<file path="src/rtl/regBusPkg.sv">
package regBusPkg;
  localparam int NUM_REGS = 5;
  localparam int SEL_W    = 3;
  localparam int OP_W     = 2;
  localparam logic [SEL_W-1:0] TEMP_IDX  = 3'd4;
  localparam logic [SEL_W-1:0] NULL_SEL  = 3'd7;

  typedef enum logic [OP_W-1:0] {
    OP_MOVE = 2'b00,
    OP_SWAP = 2'b01,
    OP_LOAD = 2'b10,
    OP_RSVD = 2'b11
  } opcode_e;

  typedef struct packed {
    logic [SEL_W-1:0]    busSel;
    logic [NUM_REGS-1:0] loadMask;
    logic                useExt;
    logic                capture;
  } dpStrobes_t;
endpackage

</file>
<file path="src/rtl/regBusDatapath.sv">
module regBusDatapath
  import regBusPkg::*;
#(
  parameter int N = 8
) (
  input  logic                  clk,
  input  logic                  rst,
  input  dpStrobes_t            strobe,
  input  logic [N-1:0]          extData,
  output logic [NUM_REGS*N-1:0] regFlat
);
  logic [N-1:0] regQ [NUM_REGS];
  logic [N-1:0] extHold;
  logic [N-1:0] busVal;
  logic [N-1:0] loadVal;

  // Single shared bus: unused select codes leave it at zero.
  always_comb begin
    busVal = '0;
    for (int i = 0; i < NUM_REGS; i++) begin
      if (strobe.busSel == SEL_W'(i)) busVal = regQ[i];
    end
  end

  assign loadVal = strobe.useExt ? extHold : busVal;

  always_ff @(posedge clk) begin
    if (rst)                 extHold <= '0;
    else if (strobe.capture) extHold <= extData;
  end

  for (genvar g = 0; g < NUM_REGS; g++) begin : gReg
    always_ff @(posedge clk) begin
      if (rst)                     regQ[g] <= '0;
      else if (strobe.loadMask[g]) regQ[g] <= loadVal;
    end
    assign regFlat[g*N +: N] = regQ[g];

    // a register outside the load mask keeps its value
    a_r2_unloaded_hold: assert property (@(posedge clk) disable iff (rst)
      !strobe.loadMask[g] |=> $stable(regQ[g]));
  end

  // never load from the bus while it carries an unused select code
  a_r5_no_load_on_null_code: assert property (@(posedge clk) disable iff (rst)
    ((|strobe.loadMask) && !strobe.useExt) |-> (strobe.busSel < SEL_W'(NUM_REGS)));
endmodule

</file>
<file path="src/rtl/regBusControl.sv">
module regBusControl
  import regBusPkg::*;
(
  input  logic                clk,
  input  logic                rst,
  input  logic                cmdStart,
  input  logic [OP_W-1:0]     cmdOp,
  input  logic [SEL_W-1:0]    cmdSrc,
  input  logic [NUM_REGS-1:0] cmdMask,
  output dpStrobes_t          strobe,
  output logic                busy,
  output logic                done
);
  typedef enum logic [2:0] {
    ST_IDLE, ST_MOVE, ST_LOAD, ST_SW1, ST_SW2, ST_SW3, ST_DONE
  } state_e;

  state_e              state, stateNext;
  logic [SEL_W-1:0]    srcQ, otherQ, maskIdx;
  logic [NUM_REGS-1:0] maskQ;
  logic                cmdOk, accept;

  always_comb begin
    maskIdx = '0;
    for (int i = 0; i < NUM_REGS; i++) begin
      if (cmdMask[i]) maskIdx = SEL_W'(i);
    end
  end

  always_comb begin
    unique case (opcode_e'(cmdOp))
      OP_MOVE: cmdOk = cmdSrc < SEL_W'(NUM_REGS);
      OP_SWAP: cmdOk = (cmdSrc < TEMP_IDX) && ($countones(cmdMask) == 1)
                       && !cmdMask[TEMP_IDX] && (maskIdx != cmdSrc);
      OP_LOAD: cmdOk = 1'b1;
      default: cmdOk = 1'b0;
    endcase
  end

  assign busy   = (state != ST_IDLE) && (state != ST_DONE);
  assign done   = (state == ST_DONE);
  assign accept = cmdStart && !busy && cmdOk;

  always_comb begin
    stateNext = state;
    unique case (state)
      ST_IDLE, ST_DONE: begin
        stateNext = ST_IDLE;
        if (accept) begin
          unique case (opcode_e'(cmdOp))
            OP_MOVE: stateNext = ST_MOVE;
            OP_SWAP: stateNext = ST_SW1;
            default: stateNext = ST_LOAD;
          endcase
        end
      end
      ST_SW1:  stateNext = ST_SW2;
      ST_SW2:  stateNext = ST_SW3;
      default: stateNext = ST_DONE;
    endcase
  end

  always_ff @(posedge clk) begin
    if (rst) begin
      state  <= ST_IDLE;
      srcQ   <= '0;
      otherQ <= '0;
      maskQ  <= '0;
    end else begin
      state <= stateNext;
      if (accept) begin
        srcQ   <= cmdSrc;
        otherQ <= maskIdx;
        maskQ  <= cmdMask;
      end
    end
  end

  // Moore strobes: depend on state and latched operands only (capture aside).
  always_comb begin
    strobe          = '0;
    strobe.busSel   = NULL_SEL;
    strobe.capture  = accept;
    unique case (state)
      ST_MOVE: begin
        strobe.busSel   = srcQ;
        strobe.loadMask = maskQ;
      end
      ST_LOAD: begin
        strobe.useExt   = 1'b1;
        strobe.loadMask = maskQ;
      end
      ST_SW1: begin
        strobe.busSel   = srcQ;
        strobe.loadMask = NUM_REGS'(1) << TEMP_IDX;
      end
      ST_SW2: begin
        strobe.busSel   = otherQ;
        strobe.loadMask = NUM_REGS'(1) << srcQ;
      end
      ST_SW3: begin
        strobe.busSel   = TEMP_IDX;
        strobe.loadMask = NUM_REGS'(1) << otherQ;
      end
      default: ;
    endcase
  end

  // done lasts one cycle
  a_r10_done_single: assert property (@(posedge clk) disable iff (rst)
    done |=> !done);
  // swap steps run in fixed order
  a_r4_swap_step2: assert property (@(posedge clk) disable iff (rst)
    (state == ST_SW1) |=> (state == ST_SW2));
  a_r4_swap_step3: assert property (@(posedge clk) disable iff (rst)
    (state == ST_SW2) |=> (state == ST_SW3));
  // a rejected command leaves the controller idle
  a_r8_reject_idle: assert property (@(posedge clk) disable iff (rst)
    (!busy && cmdStart && !cmdOk) |=> !busy);
  // a strobe during a single-step op does not extend it
  a_r9_busy_no_restart: assert property (@(posedge clk) disable iff (rst)
    (state == ST_MOVE || state == ST_LOAD) |=> done);
endmodule

</file>
<file path="src/rtl/regBusSeq.sv">
module regBusSeq
  import regBusPkg::*;
#(
  parameter int N = 8
) (
  input  logic                  clk,
  input  logic                  rst,
  input  logic                  cmdStart,
  input  logic [1:0]            cmdOp,
  input  logic [2:0]            cmdSrc,
  input  logic [4:0]            cmdMask,
  input  logic [N-1:0]          cmdData,
  output logic                  busy,
  output logic                  done,
  output logic [5*N-1:0]        regFlat
);
  dpStrobes_t strobe;

  regBusControl ctrl_i (
    .clk(clk), .rst(rst), .cmdStart(cmdStart), .cmdOp(cmdOp),
    .cmdSrc(cmdSrc), .cmdMask(cmdMask), .strobe(strobe),
    .busy(busy), .done(done)
  );

  regBusDatapath #(.N(N)) dp_i (
    .clk(clk), .rst(rst), .strobe(strobe), .extData(cmdData),
    .regFlat(regFlat)
  );
endmodule

</file>
<file path="config.mk">
export PLATFORM = sky130hd
export DESIGN_NAME = regBusSeq
export DESIGN_NICKNAME = d
export VERILOG_FILES = /design/src/rtl/regBusPkg.sv /design/src/rtl/regBusDatapath.sv /design/src/rtl/regBusControl.sv /design/src/rtl/regBusSeq.sv
export SDC_FILE = /design/constraint.sdc
export NUM_CORES = 1
export LEC_CHECK = 0
export ABC_AREA = 1
export BUFFER_PORTS_ARGS = -buffer_cell sky130_fd_sc_hd__clkbuf_2
export CAP_MARGIN = 20
export CELL_PAD_IN_SITES_DETAIL_PLACEMENT = 0
export CELL_PAD_IN_SITES_GLOBAL_PLACEMENT = 1
export CORE_MARGIN = 4
export CORE_UTILIZATION = 41
export CTS_CLUSTER_SIZE = 8
export DETAILED_ROUTE_END_ITERATION = 16
export GPL_TIMING_DRIVEN = 0
export PLACE_DENSITY_LB_ADDON = 0.25
export REMOVE_ABC_BUFFERS = 1
export SLEW_MARGIN = 20
export SYNTH_ARGS = -nofsm -noshare
export SYNTH_HDL_FRONTEND = slang
export SYNTH_SLANG_ARGS = --single-unit
</file>
<file path="constraint.sdc">
create_clock -name clk -period 2.7 [get_ports clk]
set_input_delay 0.405 -clock clk [delete_from_list [all_inputs] [get_ports clk]]
set_output_delay 0.405 -clock clk [all_outputs]
set_load 0.05 [all_outputs]
</file>
Yosys cells after proc, flatten, opt, wreduce, memory -nomap -nowiden
Memory sizes are Yosys's and may differ from the RTL's.
Cells that the tools add are included.
{ "word_totals": {"reg_bits": 22, "mem_count": 1, "elab_cells": 88, "ramBits": 40} }
{ "memory_table": {"columns": ["name", "depth", "word_bits", "rd", "rd_ports_with_merged_regs", "wr", "line_no", "rtl"], "rows": [
  ["dp_i.regQ", 5, 8, 5, 0, 5, "regBusDatapath.sv:12", "logic [N-1:0] regQ [NUM_REGS];"]
]} }
{ "op_classes": {"n_lt_le_gt_ge": 2, "eq_ne": 15, "mux": 39, "n_reduce_logical": 15, "n_bitwise": 5, "add_sub_neg": 4, "shifts": 2} }
{ "op_table": {"columns": ["operator", "n"], "rows": [
  ["8-bit 2-to-1 mux", 11],
  ["32-bit by 1-bit adder with 32-bit output", 1],
  ["32-bit adder", 1],
  ["32-bit by 2-bit equality test with 1-bit output (second input constant)", 1],
  ["5-bit case mux with 4 select lines", 1],
  ["1-bit 2-to-1 mux", 19],
  ["3-bit case mux with 3 select lines", 2],
  ["3-bit by 2-bit equality test with 1-bit output (second input constant)", 4],
  ["3-bit equality test (second input constant)", 4],
  ["1-bit by 3-bit << shifter with 5-bit output (first input constant)", 2],
  ["3-bit by 1-bit equality test with 1-bit output (second input constant)", 2],
  ["1-bit logical AND", 6],
  ["3-bit logical NOT", 2],
  ["3-bit less-than comparator (second input constant)", 2],
  ["3-bit 2-to-1 mux", 2],
  ["2-bit OR reduction", 3],
  ["1-bit bitwise OR", 5],
  ["1-bit by 1-bit adder with 2-bit output", 2],
  ["2-bit 2-to-1 mux", 2],
  ["2-bit case mux with 2 select lines", 1],
  ["3-bit inequality test", 1],
  ["3-bit inequality test (second input constant)", 1],
  ["1-bit case mux with 3 select lines", 1],
  ["3-bit nonzero test", 1],
  ["4 further kinds", 5]
]} }

Logic depth before layout (Yosys ltp)
Gate-level depths: netlist (run 1).
{ "depth": {"word_depth": 11, "ltp_mapped": 14, "depth_no_buf": 13} }

By module
From an unflattened synthesis (run 1), not the netlist that was laid out.
{ "unflattened": {"hier_cells": 399, "hier_area_um2": 3344.5} }
{ "modules_own_cells": {"columns": ["module", "cells_each", "instances", "area_each_um2"], "rows": [
  ["regBusDatapath", 250, 1, 2382.3],
  ["regBusControl", 149, 1, 962.2]
]} }

Worst setup path after synthesis (run 1)
Ideal clock, no wire load.
{ "synth_timing": {"path_type": "input-to-reg", "from": "in cmdMask[2]", "to": "reg ctrl_i.maskQ[0]", "cell_stages": 13, "n_path_buf": 1, "t_required_ns": 2.635, "arrival_ns": 2.310, "slack_ns": 0.325, "cell_sequence": "inv_1 ha_1 fa_1 inv_1 fa_1 nand3_1 nor3_1 nand2_1 nand2_1 nand2_2 clkbuf_1 o21ai_0 nor2_1"} }
{ "synth_via": {"elab_chain_cells": 9} }
{ "synth_rtl": {"columns": ["element", "line_no", "rtl"], "rows": [
  ["start: declaration", "regBusSeq.sv:11", "input logic [4:0] cmdMask,"],
  ["1-bit by 1-bit adder with 2-bit output (implied by the code)", "regBusControl.sv:33", "OP_SWAP: cmdOk = (cmdSrc < TEMP_IDX) && ($countones(cmdMask) == 1)"],
  ["32-bit adder (implied by the code)", "regBusControl.sv:33", null],
  ["32-bit by 1-bit adder with 32-bit output (implied by the code)", "regBusControl.sv:33", null],
  ["32-bit by 2-bit equality test with 1-bit output", "regBusControl.sv:33", null],
  ["1-bit logical AND", "regBusControl.sv:33", null],
  ["1-bit logical AND", "regBusControl.sv:34", "&& !cmdMask[TEMP_IDX] && (maskIdx != cmdSrc);"],
  ["1-bit logical AND (*)", "regBusControl.sv:34", null],
  ["1-bit case mux with 3 select lines (*)", "regBusControl.sv:31", "unique case (opcode_e'(cmdOp))"],
  ["1-bit logical AND (*)", "regBusControl.sv:42", "assign accept = cmdStart && !busy && cmdOk;"],
  ["end signal: assignment", "regBusControl.sv:74", "maskQ <= cmdMask;"],
  ["end: declaration", "regBusControl.sv:20", "logic [NUM_REGS-1:0] maskQ;"]
]} }
Every way passes the cells marked *; elsewhere a longest branch is shown, timed or not.
A chain may end at the register's enable or synchronous reset.

Worst setup path in the final report (run 1)
Ends and elaborated chain as after synthesis.

==> impl_metrics.tcl, run 1 <==
set metrics [dict create \
    grt_setup_unrepaired "no" \
    crit_type "input pin to flop" \
    drt_pass1_iterations 4 \
    fmax_mhz 409 \
    grt_pass1_wl_um 12700 \
    drt-wirelength-per-cell_um 14.0 \
    placed_area_um2 3620 \
    die_x_um 96.8 \
    layout_commonest_cell "nand2_1" \
    portBuffers 62 \
    critPathBufInv 5 \
    cp-start-kind "input pin" \
    status "finished clean" \
    final_util 0.497 \
    slowest_delay_ps 410 \
    synth_area_per_cell_um2 8.22 \
    grt.total_usage 0.172 \
    skew_ps 9.03 \
    ir_worst_vdd_mv 0.312 \
    fin_crit_sh 0.906 \
    fin_hold_ws_ps 317 \
    core_area_um2 7690 \
    cts_num_sinks 61 \
    drt_iter0_drc 108 \
    cts_buffers 9 \
    dieHeight_um 96.8 \
    endpoint_kind "flop" \
    finalPower_mw 3.45 \
    yosysSeqAreaShare 0.502 \
    slew_viol_final 0 \
    cpLargestDelayFamily "adder cells" \
    cts_max_level 3 \
    clk_latency_ps 340 \
    ys_warn_count 0 \
    num-fill-cells 790 \
    fin_cells 566 \
    clk_pin_slew_ps 70 \
    dp.cells 548 \
    grt_pass1_vias 2542 \
    drc_errors 0 \
    crit_slowest_cell "fa_1" \
    grt_max_degree 24 \
    die_area_um2 9360 \
    crit_chain "clkbuf_2 -> inv_1 -> ha_1 -> fa_1 -> inv_1 -> fa_1 -> nand3_1 -> nor3_1 -> nand2_1 -> nand2_1 -> nand2_4 -> clkinvlp_4 -> buf_4 -> nor2_1 -> nor2_1" \
    nets 485 \
    pre_cts_ws_ps -283 \
    cts_max_path_buffers 2 \
    layout_min_cycle_time_ps 2450 \
    drive_gt1_frac 0.228 \
    finalWirelength_um 7950 \
    hold_path.class "input pin to flop" \
    worstPathRequired_ps 2930 \
    pwr_density_cell_nw_per_um2 903 \
    most-common-layout-cells "120 x nand2_1, 69 x inv_1, 62 x clkbuf_2" \
    setup_ws_ps 254 \
    relSlewSlack 0.609 \
    tns_ps 0 \
    n_antenna_cell 0 \
    cp_max_fo 20 \
    cts_tree "done" \
    overflow 0 \
    post-dp-hpwl_um 6020 \
    cp.arrival_ps 2670 \
    root_buffer "clkbuf_8" \
    netlist_area_um2 3230 \
    antenna_found_initial 0 \
    syn_inst 393 \
    leakage_nw 1.88 \
    ys_types 31 \
    via_per_inst 4.69 \
    fin_area_um2 3820 \
    pin_count 63 \
    areaGrowthSynthToFinish_pct 18.4 \
    num_vias 2654 \
    ys_ff_latch 61 \
    reg2reg_slack_ps 280 \
    row_count 32 \
    finalSetupViolations 0 \
    routabilityCongestion 0.847 \
    ant_nets 0 \
    hold_viol 0 \
    start_util 0.420 \
    cap_viol_max_count 0 \
    worst_slew_pin_slew_ps 586 \
]
-- synth_stat cells --
library cell	instances	area share
nor3_2	1	0.0031
a21boi_1	1	0.0023
nand4_2	8	0.031
nand2_1	120	0.14
o211ai_1	8	0.019
o21ai_2	1	0.0027
fa_1	2	0.012
inv_1	70	0.081
o22ai_4	1	0.0062
xnor2_1	1	0.0027
nand3_2	1	0.0031
nand2_2	4	0.0077
o21ai_0	18	0.028
nor3_1	1	0.0015
o21ai_1	5	0.0077
nand3_1	7	0.011
xor2_1	1	0.0027
edfxtp_1	40	0.37
clkbuf_1	4	0.0046
dfxtp_1	21	0.13
nand4_1	8	0.015
a21oi_1	7	0.011
nor2_2	5	0.0097
a22oi_1	2	0.0046
nand2_4	1	0.0035
ha_1	3	0.012
clkbuf_4	1	0.0023
nor2_4	5	0.017
buf_4	2	0.0046
nor2_1	42	0.049
buf_2	2	0.0031
-- worst paths after layout --
| check | start | cells past startpoint | to |
|---|---|---|---|
| max | cmdMask[2] | 15 | ctrl_i.maskQ[0] |
| min | cmdData[2] | 3 | dp_i.extHold[2] |
| max reg2reg | ctrl_i.state[2] | 11 | dp_i.regQ[4][7] |
| min reg2reg | dp_i.extHold[0] | 2 | dp_i.extHold[0] |
-- report_power, final --
part | switching (mW) | internal (mW) | leakage [nW]
sequential | 0.117 | 1.16 | 0.587
clock | 0.344 | 0.384 | 0.0913
combinational | 1.11 | 0.335 | 1.21
-- timing repair --
item	4_1_cts	5_1_grt
hold buffers	0	0
setup endpoints to repair	0	20
resized for setup	0	3
setup buffers	0	1
-- area by class of cell --
cell class / count / area [µm²] / share of cell area
Tap cell: 102 / 128 / 0.0334
Multi-Input combinational cell: 253 / 1300 / 0.341
Timing Repair inverter: 1 / 7.51 / 0.00196
Sequential cell: 61 / 1620 / 0.424
Timing Repair Buffer: 63 / 318 / 0.0831
Clock buffer: 12 / 156 / 0.0409
Inverter: 70 / 267 / 0.0697
Clock inverter: 4 / 22.5 / 0.00589
-- flip-flops by register name, summed over array words and instances, names as in the netlist --
signal and flops:
ctrl_i.maskQ 5, ctrl_i.srcQ 3, ctrl_i.otherQ 2, dp_i.regQ 40, ctrl_i.state 3, dp_i.extHold 8
-- per-layer routing --
metal  routed length (µm)  GRT usage  vias up
li1                     -          -     1388
met1                 3530      0.222     1178
met2                 3850      0.288       79
met3                  457     0.0375        9
met4                  112     0.0508        0
met5                    0          0        -
-- logic make-up after synthesis --
| kind of cell | synth area share |
|---|---|
| simple gates | 0.292 |
| buf+inv | 0.0960 |
| flops | 0.502 |
| compound gates | 0.0809 |
| fa+ha+maj | 0.0240 |
| xor+xnor | 0.00542 |
-- worst reg2reg max path: cells and delay by family, from the launching register on --
kind,cells,cell delay (ps)
buffers and inverters,1,50
DFF,1,580
and+or+nand+nor,10,1570
(Power assumes the default switching activity.)
==> run 2, diff against run 1 <==
- clock period: 2.7 -> 2.5 ns (I/O delays scaled with it)
==> impl_metrics.tcl, run 2 (synthesis gave the netlist of run 1 again) <==
set metrics [dict create \
    status "finished clean" \
    antenna_found_initial 0 \
    fin_hold_ws_ps 284 \
    crit_slowest_cell "fa_1" \
    cts_max_path_buffers 2 \
    hold_path.class "input pin to flop" \
    slew_viol_final 0 \
    cts_max_level 3 \
    layout_commonest_cell "nand2_1" \
    fmax_mhz 429 \
    portBuffers 62 \
    n_antenna_cell 0 \
    die_area_um2 9360 \
    grt_setup_unrepaired "no" \
    finalSetupViolations 0 \
    pin_count 63 \
    slowest_delay_ps 410 \
    die_x_um 96.8 \
    worst_slew_pin_slew_ps 679 \
    finalPower_mw 3.85 \
    cts_tree "done" \
    clk_latency_ps 340 \
    nets 494 \
    crit_type "input pin to flop" \
    start_util 0.420 \
    crit_chain "clkbuf_2 -> inv_1 -> ha_1 -> fa_1 -> inv_1 -> fa_1 -> nand3_1 -> nor3_1 -> nand2_1 -> nand2_2 -> nand2_8 -> clkinvlp_4 -> nor2_1 -> nor2_1" \
    endpoint_kind "flop" \
    root_buffer "clkbuf_8" \
    via_per_inst 4.70 \
    leakage_nw 1.92 \
    grt.total_usage 0.175 \
    num_vias 2703 \
    cpLargestDelayFamily "adder cells" \
    post-dp-hpwl_um 6020 \
    drt_pass1_iterations 5 \
    ant_nets 0 \
    largest_reg_flops 40 \
    drc_errors 0 \
    clk_pin_slew_ps 70 \
    dieHeight_um 96.8 \
    cp_max_fo 10 \
    most-common-layout-cells "119 x nand2_1, 69 x inv_1, 62 x clkbuf_2" \
    ir_worst_vdd_mv 0.345 \
    cp.arrival_ps 2560 \
    hold_viol 0 \
    grt_max_degree 24 \
    layout_min_cycle_time_ps 2330 \
    areaGrowthSynthToFinish_pct 21.0 \
    cp-start-kind "input pin" \
    fin_area_um2 3910 \
    row_count 32 \
    cts_hold_buffers 0 \
    cts_buffers 9 \
    skew_ps 12.8 \
    relSlewSlack 0.548 \
    cts_num_sinks 61 \
    overflow 0 \
    reg.largest.list "dp_i.regQ: 40 flops, dp_i.extHold: 8 flops, ctrl_i.maskQ: 5 flops" \
    drt_iter0_drc 118 \
    grt_pass1_vias 2572 \
    drt-wirelength-per-cell_um 14.4 \
    worstPathRequired_ps 2730 \
    finalWirelength_um 8250 \
    cap_viol_max_count 0 \
    drive_gt1_frac 0.247 \
    placed_area_um2 3620 \
    fin_crit_sh 0.932 \
    core_area_um2 7690 \
    largest-register "dp_i.regQ" \
    critPathBufInv 4 \
    pwr_density_cell_nw_per_um2 985 \
    routabilityCongestion 0.847 \
    grt_pass1_wl_um 12900 \
]
==> run 2: cell types whose count changed in the layout (fill, tap and decap cells not counted), sizes merged <==
cell / change
buf: +6
nand2: +1
clkinvlp: +2
==> run 2: path summary, 6_finish.rpt <==
path	start	endpoint	slack (ps)	cells past startpoint
worst max register to register	ctrl_i.state[0]	dp_i.regQ[4][7]	210	11
worst min register to register	dp_i.extHold[0]	dp_i.extHold[0]	480	2
worst max-delay path	cmdMask[2]	ctrl_i.maskQ[0]	170	14
worst min-delay path	cmdData[2]	dp_i.extHold[2]	280	3
==> run 2: tightest hold or removal path: stages <==
cell	delay, ps
clkbuf_2	70
o21ai_0	70
nor2_1	70
==> run 2: timing repair <==
item,CTS,global route
pin swaps,0,2
buffers inserted,0,7
gates resized for setup,4,4
cloned,2,2
setup endpoints to repair,20,76
==> run 2: power breakdown <==
group	leakage [nW]	internal (mW)	switching, mW
clock	0.0913	0.415	0.381
sequential	0.588	1.25	0.127
combinational	1.24	0.431	1.24
total	1.92	2.10	1.75
==> run 2: layout make-up <==
type | count | area (µm²)
Clock buffer | 12 | 156
Clock inverter | 4 | 22.5
Fill cell | 791 | 3780
Inverter | 70 | 267
Multi-Input combinational cell | 254 | 1330
Sequential cell | 61 | 1620
Tap cell | 102 | 128
Timing Repair Buffer | 69 | 363
Timing Repair inverter | 3 | 22.5
==> run 2: layer usage <==
layer	vias up	wire [µm]	global-route usage
li1	1411	-	-
met5	-	0	0
met3	9	352	0.0375
met2	72	4130	0.298
met1	1211	3660	0.223
met4	0	112	0.0508
==> run 2: stage by stage <==
step / utilization / TNS (ps) / worst slack [ps] / std cells
after floorplan: - / 0 / 35.7 / 384
after global placement: 0.471 / -8210 / -417 / 548
after global routing: 0.508 / 0 / 9.30 / 575
after CTS: 0.497 / 0 / 51.0 / 566
after detailed placement: 0.471 / -8720 / -453 / 548
final: 0.508 / 0 / 171 / 575
